## src/rtl/gdcb_pkg.sv

```systemverilog
`timescale 1ns/1ps
package gdcb_pkg;
  localparam int DIV_W = 3;

  typedef logic [DIV_W-1:0] div_sel_t;

  typedef struct packed {
    div_sel_t div_m1;
    logic     ce_bypass;
    logic     clr_bypass;
  } hold_cfg_t;
endpackage

```

## src/rtl/gdcb_sync.sv

```systemverilog
`timescale 1ns/1ps
module gdcb_sync #(
  parameter int STAGES = 2
) (
  input  logic clk,
  input  logic arst,
  input  logic d,
  output logic q
);
  logic [STAGES-1:0] stg;

  always_ff @(posedge clk or posedge arst) begin
    if (arst) stg <= '0;
    else      stg <= {stg[STAGES-2:0], d};
  end

  assign q = stg[STAGES-1];
endmodule

```

## src/rtl/gdcb_cfg.sv

```systemverilog
`timescale 1ns/1ps
module gdcb_cfg (
  input  logic                 clk,
  input  logic                 clr_raw,
  input  gdcb_pkg::hold_cfg_t  cfg_in,
  output gdcb_pkg::hold_cfg_t  cfg_q
);
  // configuration is only taken while the raw clear input is High
  always_ff @(posedge clk) begin
    if (clr_raw) cfg_q <= cfg_in;
  end

  p_cfg_hold_r8: assert property (@(posedge clk) disable iff (clr_raw)
    !clr_raw |=> $stable(cfg_q));
endmodule

```

## src/rtl/gdcb_divider.sv

```systemverilog
`timescale 1ns/1ps
module gdcb_divider #(
  parameter int DIV_W = gdcb_pkg::DIV_W
) (
  input  logic             clk,
  input  logic             arst,
  input  logic             run,
  input  logic             en,
  input  logic [DIV_W-1:0] div_m1,
  output logic             pulse_q
);
  localparam int NW = DIV_W + 1;

  logic [DIV_W-1:0] cnt, cnt_nx;
  logic [NW-1:0]    ratio, hi_len;
  logic             started;
  logic             hi_nx;

  always_comb begin
    ratio  = {1'b0, div_m1} + 1'b1;
    hi_len = ratio >> 1;
    if (!started)            cnt_nx = '0;
    else if (cnt >= div_m1)  cnt_nx = '0;
    else                     cnt_nx = cnt + 1'b1;
    hi_nx = ({1'b0, cnt_nx} < hi_len);
  end

  always_ff @(posedge clk or posedge arst) begin
    if (arst) begin
      cnt     <= '0;
      started <= 1'b0;
      pulse_q <= 1'b0;
    end else if (run && en) begin
      cnt     <= cnt_nx;
      started <= 1'b1;
      pulse_q <= hi_nx;
    end
  end

  p_clear_low_r4: assert property (@(posedge clk)
    arst |-> !pulse_q);

  p_first_rise_r3: assert property (@(posedge clk) disable iff (arst)
    (run && en && !started && div_m1 != '0) |=> pulse_q);

  p_freeze_r5: assert property (@(posedge clk) disable iff (arst)
    (started && !en) |=> ($stable(cnt) && $stable(pulse_q)));

  p_wrap_r1: assert property (@(posedge clk) disable iff (arst)
    (run && en && started && cnt == div_m1) |=> (cnt == '0));
endmodule

```

## src/rtl/gated_div_clkbuf.sv

```systemverilog
`timescale 1ns/1ps
module gated_div_clkbuf #(
  parameter int SYNC_STAGES = 2
) (
  input  logic                       clk_in,
  input  logic                       clr,
  input  logic                       ce,
  input  logic                       clr_mask,
  input  logic                       ce_mask,
  input  logic [gdcb_pkg::DIV_W-1:0] div_sel,
  output logic                       clk_out
);
  gdcb_pkg::hold_cfg_t cfg_in, cfg;
  logic clr_eff, ce_eff;
  logic run, en;
  logic div_q;
  logic pass_gate;

  assign cfg_in = '{div_m1: div_sel, ce_bypass: ce_mask, clr_bypass: clr_mask};

  gdcb_cfg u_cfg (
    .clk     (clk_in),
    .clr_raw (clr),
    .cfg_in  (cfg_in),
    .cfg_q   (cfg)
  );

  assign clr_eff = clr & ~cfg.clr_bypass;
  assign ce_eff  = ce | cfg.ce_bypass;

  // release of clear
  gdcb_sync #(.STAGES(SYNC_STAGES)) u_run_sync (
    .clk  (clk_in),
    .arst (clr_eff),
    .d    (1'b1),
    .q    (run)
  );

  // both edges of enable
  gdcb_sync #(.STAGES(SYNC_STAGES)) u_en_sync (
    .clk  (clk_in),
    .arst (clr_eff),
    .d    (ce_eff),
    .q    (en)
  );

  gdcb_divider #(.DIV_W(gdcb_pkg::DIV_W)) u_div (
    .clk     (clk_in),
    .arst    (clr_eff),
    .run     (run),
    .en      (en),
    .div_m1  (cfg.div_m1),
    .pulse_q (div_q)
  );

  // divide-by-1 gate, updated while the input is Low
  always_ff @(negedge clk_in or posedge clr_eff) begin
    if (clr_eff) pass_gate <= 1'b0;
    else         pass_gate <= run & en;
  end

  assign clk_out = (cfg.div_m1 == '0) ? (clk_in & pass_gate) : div_q;

  p_gate_clear_r9: assert property (@(posedge clk_in)
    clr_eff |-> !pass_gate);
endmodule

```

## config.mk

```make
export PLATFORM = sky130hd
export DESIGN_NAME = gated_div_clkbuf
export DESIGN_NICKNAME = d
export VERILOG_FILES = /design/src/rtl/gdcb_pkg.sv /design/src/rtl/gdcb_sync.sv /design/src/rtl/gdcb_cfg.sv /design/src/rtl/gdcb_divider.sv /design/src/rtl/gated_div_clkbuf.sv
export SDC_FILE = /design/constraint.sdc
export NUM_CORES = 1
export LEC_CHECK = 0
export BUFFER_PORTS_ARGS = -buffer_cell sky130_fd_sc_hd__buf_2
export CORE_MARGIN = 2
export CORE_UTILIZATION = 55
export DETAILED_ROUTE_END_ITERATION = 10
export PLACE_DENSITY = 0.73
export SETUP_SLACK_MARGIN = 0.05
export SLEW_MARGIN = 20
export SYNTH_ARGS = -nofsm -noshare
export SYNTH_HDL_FRONTEND = slang
export SYNTH_SLANG_ARGS = --single-unit
export TNS_END_PERCENT = 20
```

## constraint.sdc

```tcl
create_clock -name clk_in -period 2.4 [get_ports clk_in]
set_clock_uncertainty 0.2 [all_clocks]
set_input_delay 0.48 -clock clk_in [delete_from_list [all_inputs] [get_ports clk_in]]
set_output_delay 0.48 -clock clk_in [all_outputs]
set_load 0.005 [all_outputs]
```

==> impl_metrics.env, run 1 <==
export IMPL_status="complete, but fails checks"
export IMPL_violations="setup timing"
export IMPL_cp_max_fo=1
export IMPL_postSynthRegisterBits=15
export IMPL_start_util=0.580
export IMPL_finalPower_uw=918
export IMPL_die_area_um2=1670
export IMPL_ant_nets=0
export IMPL_routed_wl_mm=1.22
export IMPL_min_to="u_cfg.cfg_q[1]"
export IMPL_use_met2=0.301
export IMPL_grt_util_all_layers=0.216
export IMPL_fin_cells=96
export IMPL_clk_latency_ps=410
export IMPL_syn_inst=63
export IMPL_drc=0
export IMPL_holdPathStages=1
export IMPL_vias_per_cell=5.34
export IMPL_final_nets=98
export IMPL_p_per_area_nw_per_um2=1030
export IMPL_dpl_hpwl_um=895
export IMPL_num_vias=513
export IMPL_fillers=93
export IMPL_seq_area_frac_synth=0.537
export IMPL_min_from="ce_mask"
export IMPL_async_flop_share=0.667
export IMPL_cts_clk_slew_worst_paths_ps=100
export IMPL_ys_warn_count=0
export IMPL_use_met1=0.220
export IMPL_antenna_found_initial=0
export IMPL_startpoint_type="flip-flop"
export IMPL_power_leakage_uw=0.000413
export IMPL_end_kind="output port"
export IMPL_hold_ws_ps=34.1
export IMPL_reg2reg_from="u_div.cnt[2]"
export IMPL_grt_pass1_wl_mm=2.02
export IMPL_top_usage_layer="met2"
export IMPL_placed_area_um2=820
export IMPL_rows=13
export IMPL_ir_worst_vdd_uv=568
export IMPL_synth_top_cell_area_share=0.302
export IMPL_synth_top_flop_cell="dfrtp_1"
export IMPL_rrSetupSlack_ps=60
export IMPL_setup_slack_ps=-521
export IMPL_drv_slew=0
export IMPL_die_h_um=40.8
export IMPL_crit_required_ps=1720
export IMPL_drt_pass1_iter_count=4
export IMPL_fin_area_um2=891
export IMPL_ff2ff_path_depth=8
export IMPL_syn_nets=79
export IMPL_synth_largest_area_cell="dfrtp_1"
export IMPL_ys_types=27
export IMPL_hold_class="in2reg"
export IMPL_die_w_um=40.8
export IMPL_crit_type="reg2out"
export IMPL_place_ws_ps=-76.9
export IMPL_drt_initial_drc_count=6
export IMPL_synth_most_common_cell="dfrtp_1"
export IMPL_syn_to_final_growth_pct=19.5
export IMPL_ios=9
export IMPL_setup_violations=1
export IMPL_globalplace_congestion=0.808
export IMPL_dp_cells=88
export IMPL_cap_violations=0
export IMPL_rsz0062_at_grt="true"
export IMPL_tritoncts="yes"
export IMPL_syn_area_um2=746
export IMPL_use_met3=0.0707
export IMPL_grt_overflow=0
export IMPL_diodes=0
export IMPL_hold_viol_final=0
export IMPL_arrival_ps=2240
export IMPL_synth_enable_flop_cells=5
export IMPL_wl_per_cell_um=12.7
export IMPL_grt_pass1_vias=507
export IMPL_io_buffers=8
export IMPL_synth_area_top_cells="dfrtp_1, edfxtp_1, ha_1"
export IMPL_core_area_um2=1280
export IMPL_synth_area_per_cell_um2=11.8
export IMPL_grt_max_degree=10
export IMPL_post_cts_repair_setup_buffers=0
export IMPL_synth_common_cells="dfrtp_1, ha_1, inv_1, nand2_1, edfxtp_1"
export IMPL_drive_above_1_share=0.284
export IMPL_reg2reg_to="u_div.pulse_q"
## sequential cells by signal (all words and copies together), names as in the netlist
name and cells:
u_run_sync.stg 2, pass_gate 1, u_en_sync.stg 2, u_cfg.cfg_q 5
u_div.cnt 3, u_div.started 1, u_div.pulse_q 1
## layout by cell type (no fill, tap or decap), types with 2 or more instances in the layout
cell type,netlist,routed
a41o_1,2,2
buf_2,0,8
buf_4,0,2
clkbuf_4,0,6
dfrtp_1,9,9
edfxtp_1,5,5
ha_1,8,8
inv_1,6,6
nand2_1,6,6
nand2b_1,3,3
nand3_1,2,2
nor2b_2,2,2
o2111ai_1,2,2
## metrics by stage
step / TNS [ps] / utilization
after global placement: -68.4 / 0.638
final: -521 / 0.693
after floorplan: 0 / -
after global routing: -588 / 0.693
after CTS: -536 / 0.685
after detailed placement: -76.9 / 0.638
## logic make-up (layout without fill, tap and decap cells)
| family | count (synthesis) | after routing | share of synthesized area |
|---|---|---|---|
| flip-flops | 15 | 15 | 0.537 |
| buffers and inverters | 6 | 24 | 0.0302 |
| adder cells (fa/ha/maj) | 8 | 8 | 0.134 |
| other | 1 | 1 | 0.00503 |
| AND/OR/NAND/NOR | 20 | 20 | 0.151 |
| AO/OA/AOI/OAI | 12 | 12 | 0.131 |
| XOR/XNOR | 1 | 1 | 0.0117 |
## final cells by class
class | count | area [µm²] | area share
inverter | 6 | 22.5 | 0.0253
multi-input combinational | 42 | 334 | 0.375
clock buffer | 7 | 50.0 | 0.0562
timing repair buffer | 10 | 60.1 | 0.0674
tap | 15 | 18.8 | 0.0211
clock inverter | 1 | 5.00 | 0.00562
sequential | 15 | 400 | 0.449
## how the worst max path moves through the flow
| stage | startpoint | end | slack [ps] |
|---|---|---|---|
| 6_report | pass_gate | clk_out | -520 |
| 3_3_place_gp | pass_gate | clk_out | -70 |
| 5_1_grt | pass_gate | clk_out | -550 |
| 3_5_place_dp | pass_gate | clk_out | -80 |
| 4_1_cts | pass_gate | clk_out | -540 |
| 2_1_floorplan | pass_gate | clk_out | 5 |
## power breakdown
| group | total, µW | internal (µW) | switching [µW] |
|---|---|---|---|
| Combinational | 326 | 150 | 176 |
| Clock | 244 | 129 | 115 |
| Sequential | 349 | 311 | 37.5 |
## per-layer routing
metal  vias to the layer above  wire, µm
met5                         -         0
met4                         0        74
met3                         9        51
met2                        16       555
met1                       228       542
li1                        260         -
## critical path: stages (launching register included)
cell and delay, ps:
dfrtn_1 390, a41o_1 130, buf_2 100
## repair_timing
item,4_1_cts,5_1_grt
endpoints found under the setup margin,2,2
hold buffers,1,0
gates resized for setup,0,2
hold endpoints to repair,9,0
pin swaps,1,0
No activity file was read; power rests on OpenSTA's default activity.
==> inputs of run 2 (changes only) <==
- BUFFER_PORTS_ARGS: -buffer_cell sky130_fd_sc_hd__buf_2 -> -buffer_cell sky130_fd_sc_hd__clkbuf_2
==> run 2 against run 1 <==
Compared with the run above:
- largest power group unchanged
- first-iteration DRC count is 17% higher
- highest routed layer unchanged
- power is 0.34% higher
- critical path depth stayed put
- the run still ends with setup timing left
==> impl_metrics.env, run 2 (synthesis gave the netlist of run 1 again) <==
export IMPL_rows=13
export IMPL_wl_per_cell_um=12.8
export IMPL_violations="setup timing"
export IMPL_dp_cells=88
export IMPL_hold_ws_ps=59.1
export IMPL_min_from="ce_mask"
export IMPL_hold_class="in2reg"
export IMPL_hold_viol_final=0
export IMPL_tritoncts="yes"
export IMPL_final_nets=98
export IMPL_globalplace_congestion=0.808
export IMPL_largest_registers="u_cfg.cfg_q x5, u_div.cnt x3"
export IMPL_startpoint="pass_gate"
export IMPL_mostFrequentLayoutCells="dfrtp_1, ha_1, clkbuf_2"
export IMPL_slowest_delay_ps=330
export IMPL_grt_pass1_vias=507
export IMPL_slowest_stage="dfrtn_1"
export IMPL_core_area_um2=1280
export IMPL_drt_pass1_iter_count=4
export IMPL_dpl_hpwl_um=896
export IMPL_start_util=0.580
export IMPL_syn_to_final_growth_pct=21.6
export IMPL_cp_max_fo=1
export IMPL_drv_slew=0
export IMPL_grt_util_all_layers=0.203
export IMPL_p_per_area_nw_per_um2=1020
export IMPL_vias_per_cell=5.34
export IMPL_diodes=0
export IMPL_reg2reg_to="u_div.pulse_q"
export IMPL_largest_register_ffs=5
export IMPL_arrival_ps=2250
export IMPL_cap_violations=0
export IMPL_ant_nets=0
export IMPL_end_kind="output port"
export IMPL_grt_max_degree=10
export IMPL_num_vias=513
export IMPL_io_buffers=8
export IMPL_regMostFlops="u_cfg.cfg_q"
export IMPL_antenna_found_initial=0
export IMPL_ff2ff_path_depth=9
export IMPL_final_common_cell="dfrtp_1"
export IMPL_die_w_um=40.8
export IMPL_rsz0062_at_grt="true"
export IMPL_drive_above_1_share=0.284
export IMPL_drc=0
export IMPL_grt_overflow=0
export IMPL_status="complete, but fails checks"
export IMPL_min_to="u_cfg.cfg_q[1]"
export IMPL_cts_clk_slew_worst_paths_ps=90
export IMPL_grt_pass1_wl_mm=1.97
export IMPL_setup_slack_ps=-530
export IMPL_die_area_um2=1670
export IMPL_crit_required_ps=1720
export IMPL_startpoint_type="flip-flop"
export IMPL_place_ws_ps=-91.4
export IMPL_die_h_um=40.8
export IMPL_ir_worst_vdd_uv=557
export IMPL_path_cells="a41o_1, buf_2"
export IMPL_rrSetupSlack_ps=110
export IMPL_routed_wl_mm=1.23
export IMPL_holdPathStages=1
export IMPL_fin_cells=96
export IMPL_reg2reg_from="u_div.cnt[0]"
export IMPL_crit_type="reg2out"
export IMPL_clk_latency_ps=390
export IMPL_setup_violations=1
export IMPL_post_cts_repair_setup_buffers=0
export IMPL_ios=9
export IMPL_power_leakage_uw=0.000415
export IMPL_drt_initial_drc_count=7
-- run 2: cell type report --
cell class	count	area [µm²]
Multi-Input combinational cell	42	352
Fill cell	97	378
Sequential cell	15	400
Tap cell	15	18.8
Clock buffer	8	53.8
Inverter	6	22.5
Timing Repair Buffer	10	60.1
-- run 2: worst max-delay path by stage --
stage              end  depth (start not counted)  slack (ps)
6_report       clk_out                          2        -530
5_1_grt        clk_out                          2        -600
4_1_cts        clk_out                          2        -550
3_5_place_dp   clk_out                          2         -90
3_3_place_gp   clk_out                          2         -70
2_1_floorplan  clk_out                          1           5
-- run 2: worst max-delay path: cells and delay by family (launching register included) --
family                 cells  cell delay (ps)
AOI/OAI and AO/OA          1              200
buffers and inverters      1              120
DFF                        1              330
-- run 2: report_power, final --
group,switching (µW),total (µW),internal (µW)
sequential,36.5,348,311
clock,97.8,229,131
combinational,180,345,164
-- run 2: what timing repair did --
item / 4_1_cts / 5_1_grt
pin swaps: 0 / 2
endpoints found under the setup margin: 1 / 2
endpoints found under the hold margin: 9 / 0
hold buffers: 1 / 0
gates resized for setup: 0 / 5
-- run 2: per-stage QoR --
stage	cell area, µm²	util	power, µW	TNS (ps)
2_1_floorplan	746	-	593	0
3_3_place_gp	820	0.638	654	-74.2
3_5_place_dp	820	0.638	669	-91.4
4_1_cts	878	0.684	890	-553
5_1_grt	907	0.706	1000	-601
6_report	907	0.706	921	-530
-- run 2: layer usage --
layer	wire [µm]	part of all wire	vias up	track usage
met3	44	0.036	4	0.0924
met5	0	0	-	0
li1	-	-	260	-
met4	34	0.028	0	0.183
met1	507	0.41	238	0.219
met2	642	0.52	11	0.293
==> inputs of run 3 (changes only) <==
- CTS_BUF_LIST: not set -> sky130_fd_sc_hd__clkbuf_8
- PLACE_DENSITY: 0.73 -> not set
- PLACE_DENSITY_LB_ADDON: not set -> 0.15
==> run 3 against run 2 <==
Compared with the run above:
- the flow still finishes with violations (setup timing)
- clock power is 48% higher
- critical path type unchanged
- register-to-register slack worse by 30 ps
- count of clock-buffer cells in the layout is 1 lower
- non-clock buffer count stayed put
- worst setup slack better by 37 ps
- design area is 1.9% higher
- highest routed layer unchanged
==> impl_metrics.env, run 3 (synthesis gave the netlist of run 1 again) <==
export IMPL_p_int_uw=695
export IMPL_power_frac_seq=0.343
export IMPL_core_area_um2=1280
export IMPL_fillers=93
export IMPL_start_util=0.580
export IMPL_cap_violations=0
export IMPL_status="complete, but fails checks"
export IMPL_rsz0062_at_grt="true"
export IMPL_slowest_stage="dfrtn_1"
export IMPL_switchingPower_uw=326
export IMPL_drt_pass1_iter_count=6
export IMPL_mostFrequentLayoutCells="dfrtp_1, ha_1, clkbuf_2"
export IMPL_path_delay_family="flip-flops"
export IMPL_clk_latency_ps=350
export IMPL_vias_per_cell=5.35
export IMPL_p_per_area_nw_per_um2=1100
export IMPL_drt_initial_drc_count=7
export IMPL_crit_cells=2
export IMPL_routed_wl_mm=1.28
export IMPL_slowest_delay_ps=380
export IMPL_die_area_um2=1670
export IMPL_startpoint_type="flip-flop"
export IMPL_path_cells="a41o_1, buf_2"
export IMPL_cp_max_fo=1
export IMPL_hold_ws_ps=48.9
export IMPL_hold_viol_final=0
export IMPL_ir_worst_vdd_uv=581
export IMPL_drc=0
export IMPL_crit_required_ps=1720
export IMPL_fin_cells=96
export IMPL_globalplace_congestion=0.749
export IMPL_register_area_um2=400
export IMPL_diodes=0
export IMPL_die_w_um=40.8
export IMPL_grt_pass1_vias=476
export IMPL_dpl_hpwl_um=914
export IMPL_drv_slew=0
export IMPL_final_core_util=0.720
export IMPL_drive_above_1_share=0.296
export IMPL_end_kind="output port"
export IMPL_wl_per_cell_um=13.3
export IMPL_antenna_found_initial=0
export IMPL_rows=13
export IMPL_arrival_ps=2210
export IMPL_largest_register_ffs=5
export IMPL_dp_cells=89
export IMPL_power_leakage_uw=0.000431
export IMPL_setup_violations=1
export IMPL_grt_util_all_layers=0.205
export IMPL_crit_type="reg2out"
export IMPL_setup_slack_ps=-493
export IMPL_grt_pass1_wl_mm=1.90
export IMPL_final_common_cell="dfrtp_1"
export IMPL_ant_nets=0
export IMPL_final_nets=98
export IMPL_path_buf_inv=1
export IMPL_io_buffers=8
export IMPL_hold_class="in2async"
export IMPL_grt_overflow=0
export IMPL_p_clk_frac=0.332
export IMPL_syn_to_final_growth_pct=24.0
export IMPL_place_ws_ps=-84.5
export IMPL_tritoncts="yes"
export IMPL_ios=9
export IMPL_rrSetupSlack_ps=80
export IMPL_ff2ff_path_depth=9
export IMPL_regMostFlops="u_cfg.cfg_q"
export IMPL_multiInputGateArea_um2=334
export IMPL_grt_max_degree=10
export IMPL_cts_clk_slew_worst_paths_ps=60
export IMPL_swShare=0.319
export IMPL_die_h_um=40.8
export IMPL_num_vias=514
export IMPL_largest_registers="u_cfg.cfg_q x5, u_div.cnt x3"
export IMPL_cts_hold_buf=0
export IMPL_power_frac_comb=0.326
export IMPL_violations="setup timing"
-- run 3: changes by cell type in the layout (fill, tap and decap cells not counted), sizes merged --
| cell | delta |
|---|---|
| clkbuf | -1 |
| dlygate4sd3 | -1 |
| inv | +1 |
| buf | +1 |
-- run 3: area by class of cell --
type	instances	area share
multi-input combinational	42	0.361
clock buffer	7	0.0947
sequential	15	0.433
inverter	6	0.0244
clock inverter	1	0.00406
timing repair buffer	10	0.0622
tap	15	0.0203
-- run 3: path summary, 6_finish.rpt --
kind,from,to
min in group clk_in,div_sel[0],u_cfg.cfg_q[2]
setup reg to reg,u_cfg.cfg_q[4],u_div.pulse_q
max in group asynchronous,u_cfg.cfg_q[0],pass_gate
setup / recovery,pass_gate,clk_out
hold / removal,clr,u_div.pulse_q
hold reg to reg,u_cfg.cfg_q[0],u_div.pulse_q
-- run 3: stage by stage --
| step | TNS, ps | power [µW] | area, µm² |
|---|---|---|---|
| after CTS | -516 | 1020 | 916 |
| after global routing | -526 | 1090 | 925 |
| final | -493 | 1020 | 925 |
| after floorplan | 0 | 593 | 746 |
| after detailed placement | -84.5 | 675 | 827 |
| after global placement | -74.3 | 661 | 827 |
-- run 3: worst register-to-register path, cell delays in order (launching register included) --
cell	delay, ps
edfxtp_1	400
inv_2	60
ha_1	310
nand2_2	80
o211ai_4	230
a21oi_1	70
ha_1	290
o21ai_0	80
a32o_1	260
a41o_1	200
-- run 3: layer usage --
layer / global-route usage / part of all wire
met1: 0.183 / 0.44
met2: 0.301 / 0.50
met3: 0.152 / 0.049
met4: 0.175 / 0.011
met5: 0 / 0
-- run 3: power by group through the flow --
| stage | Clock, µW | Sequential, µW | Combinational (µW) |
|---|---|---|---|
| after global placement | 16.0 | 353 | 292 |
| after global routing | 373 | 357 | 362 |
| final | 339 | 350 | 332 |
| after CTS | 355 | 350 | 314 |
| after floorplan | 9.14 | 342 | 241 |
| after detailed placement | 16.0 | 355 | 303 |
-- run 3: repair_timing --
item | CTS | global route
gates cloned | 0 | 0
pin swaps | 1 | 0
endpoints found under the setup margin | 2 | 2
setup buffers | 0 | 0
resized for setup | 2 | 2
